## config.mk

```make
export PLATFORM = sky130hd
export DESIGN_NAME = addr_hold
export DESIGN_NICKNAME = d
export VERILOG_FILES = /design/src/rtl/addr_hold_pkg.sv /design/src/rtl/ctl_sync.sv /design/src/rtl/cfg_shadow.sv /design/src/rtl/capture_ctl.sv /design/src/rtl/addr_hold.sv
export SDC_FILE = /design/constraint.sdc
export NUM_CORES = 1
export LEC_CHECK = 0
export BUFFER_PORTS_ARGS = -buffer_cell sky130_fd_sc_hd__buf_4
export CORE_MARGIN = 5
export CORE_UTILIZATION = 55
export CTS_BUF_LIST = sky130_fd_sc_hd__clkbuf_16
export DETAILED_ROUTE_END_ITERATION = 8
export HOLD_SLACK_MARGIN = 0.03
export PLACE_DENSITY = 0.86
export SETUP_SLACK_MARGIN = 0.4
export SLEW_MARGIN = 20
export SYNTH_ARGS = -nofsm -noshare
export SYNTH_HDL_FRONTEND = slang
export SYNTH_SLANG_ARGS = --single-unit
```

## constraint.sdc

```tcl
create_clock -name clk -period 3.4 [get_ports clk]
set_input_delay 0.17 -clock clk [delete_from_list [all_inputs] [get_ports clk]]
set_output_delay 0.17 -clock clk [all_outputs]
set_load 0.01 [all_outputs]
```

## src/rtl/addr_hold_pkg.sv

```systemverilog
package addr_hold_pkg;

  typedef enum logic [1:0] {
    TRIG_SEL      = 2'd0,
    TRIG_SEL_WR   = 2'd1,
    TRIG_SEL_RW   = 2'd2,
    TRIG_SEL_NORD = 2'd3
  } trig_mode_e;

  typedef enum logic [1:0] {
    CAP_IDLE = 2'd0,
    CAP_WAIT = 2'd1,
    CAP_HELD = 2'd2
  } cap_state_e;

  // Trigger condition on active-high (already synchronized) controls.
  function automatic logic trig_eval(trig_mode_e m, logic cs, logic wt, logic oe);
    logic r;
    case (m)
      TRIG_SEL:      r = cs;
      TRIG_SEL_WR:   r = cs & wt;
      TRIG_SEL_RW:   r = cs & (wt | oe);
      TRIG_SEL_NORD: r = cs & ~oe;
      default:       r = 1'b0;
    endcase
    return r;
  endfunction

  // Delay is used only when enabled and nonzero.
  function automatic logic dly_active(logic en, int unsigned cnt);
    return en && (cnt != 0);
  endfunction

endpackage

```

## src/rtl/ctl_sync.sv

```systemverilog
module ctl_sync #(
  parameter int W      = 3,
  parameter int STAGES = 2,
  parameter logic [W-1:0] RST_VAL = '1
) (
  input  logic         clk,
  input  logic         rst_n,
  input  logic [W-1:0] d_i,
  output logic [W-1:0] q_o
);
  for (genvar b = 0; b < W; b++) begin : g_bit
    logic [STAGES-1:0] chain;
    always_ff @(posedge clk or negedge rst_n) begin
      if (!rst_n) chain <= {STAGES{RST_VAL[b]}};
      else        chain <= {chain[STAGES-2:0], d_i[b]};
    end
    assign q_o[b] = chain[STAGES-1];

    AST_SYNC_DELAY: assert property (@(posedge clk) disable iff (!rst_n)
      $past(rst_n, STAGES) |-> q_o[b] == $past(d_i[b], STAGES));
  end
endmodule

```

## src/rtl/cfg_shadow.sv

```systemverilog
module cfg_shadow
  import addr_hold_pkg::*;
#(
  parameter int CW = 4,
  parameter trig_mode_e DEF_MODE = TRIG_SEL_WR,
  parameter logic DEF_DLY_EN = 1'b1,
  parameter logic [CW-1:0] DEF_DLY = CW'(1)
) (
  input  logic          clk,
  input  logic          rst_n,
  input  logic          cs_act,
  input  logic [1:0]    mode_i,
  input  logic          dly_en_i,
  input  logic [CW-1:0] dly_cnt_i,
  output trig_mode_e    mode_q,
  output logic          dly_en_q,
  output logic [CW-1:0] dly_q
);
  logic load_w;
  assign load_w = ~cs_act;

  always_ff @(posedge clk or negedge rst_n) begin
    if (!rst_n) begin
      mode_q   <= DEF_MODE;
      dly_en_q <= DEF_DLY_EN;
      dly_q    <= DEF_DLY;
    end else if (load_w) begin
      mode_q   <= trig_mode_e'(mode_i);
      dly_en_q <= dly_en_i;
      dly_q    <= dly_cnt_i;
    end
  end

  AST_CFG_FROZEN: assert property (@(posedge clk) disable iff (!rst_n)
    $past(cs_act) |-> ($stable(mode_q) && $stable(dly_en_q) && $stable(dly_q)));
endmodule

```

## src/rtl/capture_ctl.sv

```systemverilog
module capture_ctl
  import addr_hold_pkg::*;
#(
  parameter int CW = 4
) (
  input  logic          clk,
  input  logic          rst_n,
  input  logic          cs_act,
  input  logic          wt_act,
  input  logic          oe_act,
  input  trig_mode_e    mode_q,
  input  logic          dly_en_q,
  input  logic [CW-1:0] dly_q,
  output logic          freeze_o,
  output logic          held_o
);
  cap_state_e st_q, st_d;
  logic [CW-1:0] cnt_q, cnt_d;
  logic trig_w, use_dly_w, reopen_w, wait_done_w, abort_w;

  assign trig_w      = trig_eval(mode_q, cs_act, wt_act, oe_act);
  assign use_dly_w   = dly_active(dly_en_q, int'(dly_q));
  assign reopen_w    = (st_q == CAP_HELD) && (mode_q == TRIG_SEL_NORD) && oe_act;
  assign wait_done_w = (st_q == CAP_WAIT) && trig_w && (cnt_q == '0);
  assign abort_w     = (st_q == CAP_WAIT) && !trig_w;

  always_comb begin
    st_d     = st_q;
    cnt_d    = cnt_q;
    freeze_o = 1'b0;
    case (st_q)
      CAP_IDLE: begin
        if (trig_w) begin
          if (use_dly_w) begin
            st_d  = CAP_WAIT;
            cnt_d = dly_q - CW'(1);
          end else begin
            st_d     = CAP_HELD;
            freeze_o = 1'b1;
          end
        end
      end
      CAP_WAIT: begin
        if (abort_w) begin
          st_d = CAP_IDLE;
        end else if (wait_done_w) begin
          st_d     = CAP_HELD;
          freeze_o = 1'b1;
        end else begin
          cnt_d = cnt_q - CW'(1);
        end
      end
      CAP_HELD: begin
        if (!cs_act || reopen_w) st_d = CAP_IDLE;
      end
      default: st_d = CAP_IDLE;
    endcase
  end

  always_ff @(posedge clk or negedge rst_n) begin
    if (!rst_n) begin
      st_q  <= CAP_IDLE;
      cnt_q <= '0;
    end else begin
      st_q  <= st_d;
      cnt_q <= cnt_d;
    end
  end

  assign held_o = (st_q == CAP_HELD);

  AST_FREEZE_NEEDS_CS: assert property (@(posedge clk) disable iff (!rst_n)
    freeze_o |-> cs_act);
  AST_MODE1_NEEDS_WT: assert property (@(posedge clk) disable iff (!rst_n)
    (freeze_o && mode_q == TRIG_SEL_WR) |-> wt_act);
  AST_MODE2_NEEDS_STROBE: assert property (@(posedge clk) disable iff (!rst_n)
    (freeze_o && mode_q == TRIG_SEL_RW) |-> (wt_act || oe_act));
  AST_REOPEN_ON_OE: assert property (@(posedge clk) disable iff (!rst_n)
    (held_o && mode_q == TRIG_SEL_NORD && oe_act) |=> !held_o);
  AST_WAIT_BOUND: assert property (@(posedge clk) disable iff (!rst_n)
    (st_q == CAP_WAIT) |-> (cnt_q < dly_q));
  AST_RELEASE_ON_CS: assert property (@(posedge clk) disable iff (!rst_n)
    !cs_act |=> !held_o);
endmodule

```

## src/rtl/addr_hold.sv

```systemverilog
module addr_hold
  import addr_hold_pkg::*;
#(
  parameter int AW = 16,
  parameter int CW = 4,
  parameter trig_mode_e DEF_MODE = TRIG_SEL_WR,
  parameter logic DEF_DLY_EN = 1'b1,
  parameter logic [CW-1:0] DEF_DLY = CW'(1)
) (
  input  logic          clk,
  input  logic          rst_n,
  input  logic          cs_n,
  input  logic          wt_n,
  input  logic          oe_n,
  input  logic [AW-1:0] addr_i,
  input  logic          bhe_n,
  input  logic          ble_n,
  input  logic [1:0]    mode_i,
  input  logic          dly_en_i,
  input  logic [CW-1:0] dly_cnt_i,
  input  logic          be_lat_en_i,
  output logic [AW-1:0] addr_o,
  output logic          bhe_o_n,
  output logic          ble_o_n,
  output logic          latched_o
);
  localparam int NCTL = 3;
  localparam int BEW  = 2;

  logic [NCTL-1:0] ctl_raw_n, ctl_s_n;
  logic cs_act, wt_act, oe_act;
  trig_mode_e mode_q;
  logic dly_en_q;
  logic [CW-1:0] dly_q;
  logic freeze_w, held_w;
  logic [AW-1:0] addr_q;
  logic [BEW-1:0] be_i, be_q, be_o;

  assign ctl_raw_n = {oe_n, wt_n, cs_n};

  ctl_sync #(.W(NCTL), .STAGES(2), .RST_VAL('1)) u_sync (
    .clk(clk), .rst_n(rst_n), .d_i(ctl_raw_n), .q_o(ctl_s_n)
  );

  assign cs_act = ~ctl_s_n[0];
  assign wt_act = ~ctl_s_n[1];
  assign oe_act = ~ctl_s_n[2];

  cfg_shadow #(.CW(CW), .DEF_MODE(DEF_MODE), .DEF_DLY_EN(DEF_DLY_EN), .DEF_DLY(DEF_DLY)) u_cfg (
    .clk(clk), .rst_n(rst_n), .cs_act(cs_act),
    .mode_i(mode_i), .dly_en_i(dly_en_i), .dly_cnt_i(dly_cnt_i),
    .mode_q(mode_q), .dly_en_q(dly_en_q), .dly_q(dly_q)
  );

  capture_ctl #(.CW(CW)) u_ctl (
    .clk(clk), .rst_n(rst_n),
    .cs_act(cs_act), .wt_act(wt_act), .oe_act(oe_act),
    .mode_q(mode_q), .dly_en_q(dly_en_q), .dly_q(dly_q),
    .freeze_o(freeze_w), .held_o(held_w)
  );

  assign be_i = {bhe_n, ble_n};

  always_ff @(posedge clk or negedge rst_n) begin
    if (!rst_n) begin
      addr_q <= '0;
      be_q   <= '1;
    end else if (freeze_w) begin
      addr_q <= addr_i;
      be_q   <= be_i;
    end
  end

  assign addr_o    = held_w ? addr_q : addr_i;
  assign latched_o = held_w;

  for (genvar b = 0; b < BEW; b++) begin : g_be
    assign be_o[b] = (be_lat_en_i && held_w) ? be_q[b] : be_i[b];
  end
  assign bhe_o_n = be_o[1];
  assign ble_o_n = be_o[0];

  AST_HOLD_STABLE: assert property (@(posedge clk) disable iff (!rst_n)
    (latched_o && $past(latched_o)) |-> $stable(addr_o));
  AST_BE_HOLD: assert property (@(posedge clk) disable iff (!rst_n)
    (latched_o && $past(latched_o) && be_lat_en_i && $past(be_lat_en_i))
      |-> ($stable(bhe_o_n) && $stable(ble_o_n)));
  AST_RISE_WITH_CS: assert property (@(posedge clk) disable iff (!rst_n)
    $rose(latched_o) |-> $past(cs_act));
endmodule

```

==> flow_summary.rst <==
.. list-table::
   :header-rows: 1

   * - Metric
     - Value
   * - Worst Setup SP
     - u_ctl.st_q[1]
   * - Path type of the worst min-delay path
     - input pin to flop
   * - FFs w/ async S/R, synth
     - 1.00
   * - Number of antenna repair diodes
     - 0
   * - Count of final setup violators
     - 0
   * - Largest fanout on the critical path
     - 12
   * - Reported max-cap violation count
     - 0
   * - Launch instance of the worst register-to-register path
     - u_ctl.st_q[0]
   * - Reg2Reg Setup Slack
     - 1360 ps
   * - Syn Area/Cell
     - 14.7 sq um
   * - Worst vdd ir
     - 566 uV
   * - Clock period minus worst slack
     - 2190 ps
   * - Clock Skew
     - 2.92 ps
   * - Slew headroom
     - 0.612
   * - Effective utilization at floorplan
     - 0.581
   * - Required time worst endpoint
     - 3230 ps
   * - Synthesized net count
     - 154
   * - Via count of the first global-routing pass
     - 1347
   * - Initial DRT Pass Iterations
     - 4
   * - Count of synthesis-stage warnings from yosys
     - 0
   * - Worst-case reg-to-reg path depth
     - 7
   * - Max-slew violation count
     - 0
   * - Data arrival time of the critical path
     - 2020 ps
   * - Pwr dens
     - 714 nW/um^2
   * - Most instantiated flip-flop cell in the synthesis netlist
     - sky130_fd_sc_hd__dfrtp_1
   * - RR Endpoint
     - u_ctl.cnt_q[2]
   * - Post-CTS sizing
     - 0
   * - Antenna violations before repair
     - 0
   * - Setup TNS
     - 0 ps
   * - Count of routing violations after the opening detailed-route iteration
     - 17
   * - Number of different library cells in the post-synthesis netlist
     - 34
   * - Element type at the critical path end
     - output pin
   * - Remaining routing DRC violations
     - 0
   * - CTS tree
     - yes
   * - Clock input transition at the sequential cells of the worst setup and hold paths
     - 50 ps
   * - Buffer type at the clock tree root
     - sky130_fd_sc_hd__clkbuf_16
   * - Clock sink count
     - 37
   * - First-pass GRT wire length
     - 6200 um
   * - Slew at the pin with the worst max-slew slack
     - 581 ps
   * - Height of the die
     - 67.0 um
   * - Final Hold Vio Count
     - 0
   * - HPWL after detailed placement
     - 2620 um
   * - Number of enable flip-flop cells after synthesis
     - 0
   * - Post-layout nets
     - 210
   * - Gr ovfl total
     - 0
   * - Leakage power of the design
     - 1.06 nW
   * - Number of clock buffers inserted by TritonCTS
     - 5
   * - RSZ-0062 raised after global routing
     - no
   * - Register bit count reported by yosys
     - 37
   * - Kind of start point of the critical path
     - flop
   * - Post-synth design cell area
     - 1790 sq um
   * - Horizontal extent of the die
     - 67.0 um
   * - Outcome
     - complete, no violations
   * - Setup CP Type
     - flop to output pin
   * - Overall via count from detail_route
     - 1187
   * - Final Cycle Share
     - 0.645
   * - Core footprint
     - 3080 sq um
   * - Total Power Consumption
     - 1.68 mW
   * - Boundary Pins
     - 50
   * - Routed length per instance
     - 16.4 um
   * - Post-DR vias/cell
     - 5.32
   * - Die area
     - 4490 sq um
   * - Ratio of cells with drive above 1 in the final layout
     - 0.665
   * - Postcts setup bufs
     - 0
   * - Pin count of the biggest net entering global routing
     - 38
   * - Maximum achievable frequency
     - 456 MHz
   * - Routability-driven placement congestion ratio
     - 0.832
   * - Rows
     - 20
   * - CP endpoint
     - bhe_o_n
   * - Post-synthesis to final-layout area growth
     - 31.7%
   * - Total routed wirelength
     - 3650 um
   * - Post-Synthesis Cells
     - 122
   * - Portion of the post-synthesis area used by sequential elements
     - 0.525
   * - Worst-skew pair later-pin latency
     - 280 ps
   * - Clk buf depth
     - 2
   * - Hold buffers post-CTS
     - 4
   * - IO Port Bufs
     - 49
   * - Depth of the CTS H-tree
     - 2
   * - Final ANT Viol Nets
     - 0
   * - Tot GR Track Use
     - 0.189
placed cells by master, fill, tap and decap left out, types with 3 or more instances in the layout:
cell type	count
sky130_fd_sc_hd__nor3_1	3
sky130_fd_sc_hd__mux2_4	9
sky130_fd_sc_hd__dfrtp_1	26
sky130_fd_sc_hd__dlygate4sd3_1	4
sky130_fd_sc_hd__dfstp_2	11
sky130_fd_sc_hd__buf_4	51
sky130_fd_sc_hd__clkbuf_16	5
sky130_fd_sc_hd__mux2_2	35
sky130_fd_sc_hd__nor2b_1	3
sky130_fd_sc_hd__and3b_1	3
layer usage:
| layer | GRT usage | routed length (um) |
|---|---|---|
| met1 | 0.211 | 1410 |
| met2 | 0.339 | 1970 |
| met3 | 0.0624 | 225 |
| met4 | 0.0532 | 49 |
| met5 | 0 | 0 |
sequential cells by signal, indices dropped and copies added (netlist names):
| signal | count |
|---|---|
| addr_q | 16 |
| u_sync.g_bit.chain | 6 |
| u_cfg.dly_q | 4 |
| u_ctl.cnt_q | 4 |
| be_q | 2 |
| u_cfg.mode_q | 2 |
| u_ctl.st_q | 2 |
| u_cfg.dly_en_q | 1 |
kinds of logic after synthesis:
group	share of synthesized area
xor gates and xnor gates	0.00979
adders and majority gates	0.00699
AOI/OAI and AO/OA	0.0448
and+or+nand+nor	0.0762
buffers and inverters	0.0301
muxes	0.307
DFF	0.525
cells in the mapped netlist, types with 2 or more instances:
master	n	area, sq um
sky130_fd_sc_hd__buf_2	3	15.0
sky130_fd_sc_hd__nand2b_1	2	12.5
sky130_fd_sc_hd__nor3_1	3	15.0
sky130_fd_sc_hd__dfrtp_1	26	651
sky130_fd_sc_hd__nor2b_1	3	18.8
sky130_fd_sc_hd__mux2i_1	2	20.0
sky130_fd_sc_hd__dfstp_2	11	289
sky130_fd_sc_hd__and3b_1	3	26.3
sky130_fd_sc_hd__o21ai_2	2	17.5
sky130_fd_sc_hd__mux2_2	35	394
sky130_fd_sc_hd__mux2_4	9	135
report_power, final:
part | total (mW) | internal (mW) | leakage (nW) | switching, mW
logic | 0.545 | 0.339 | 0.561 | 0.206
registers | 0.710 | 0.606 | 0.423 | 0.103
clock network | 0.427 | 0.265 | 0.0748 | 0.161
worst min path at each step:
stage / start / end / slack (ps) / depth (start not counted)
final: dly_cnt_i[0] / u_cfg.dly_q[0] / 130 / 2
after floorplan: rst_n / addr_q[0] / -130 / 0
after CTS: dly_cnt_i[0] / u_cfg.dly_q[0] / 120 / 2
after global placement: rst_n / addr_q[6] / 150 / 1
after global routing: dly_cnt_i[0] / u_cfg.dly_q[0] / 120 / 2
after detailed placement: rst_n / u_cfg.dly_q[2] / 150 / 1
final cells by class:
| cell class | instances | area (sq um) |
|---|---|---|
| sequential | 37 | 940 |
| multi-input combinational | 78 | 796 |
| fill | 202 | 722 |
| timing repair buffer | 55 | 423 |
| clock buffer | 5 | 125 |
| tap | 44 | 55.1 |
| clock inverter | 3 | 13.8 |
| inverter | 1 | 3.75 |
per-stage QoR:
stage / worst slack, ps / cells / area (sq um) / hold WS, ps / util
after floorplan: 1610 / 122 / 1790 / -126 / -
after CTS: 1180 / 223 / 2360 / 121 / 0.765
final: 1210 / 223 / 2360 / 127 / 0.765
after global placement: 1480 / 211 / 2180 / 148 / 0.707
after detailed placement: 1380 / 211 / 2180 / 151 / 0.707
after global routing: 1070 / 223 / 2360 / 120 / 0.765
critical path, cell delays in order (launching register included):
cell                      delay (ps)
sky130_fd_sc_hd__dfrtp_1         410
sky130_fd_sc_hd__nor2b_1         510
sky130_fd_sc_hd__buf_4           310
sky130_fd_sc_hd__nand2_1         100
sky130_fd_sc_hd__mux2_2          270
sky130_fd_sc_hd__buf_4           140
No activity file was read; power rests on OpenSTA's default activity.
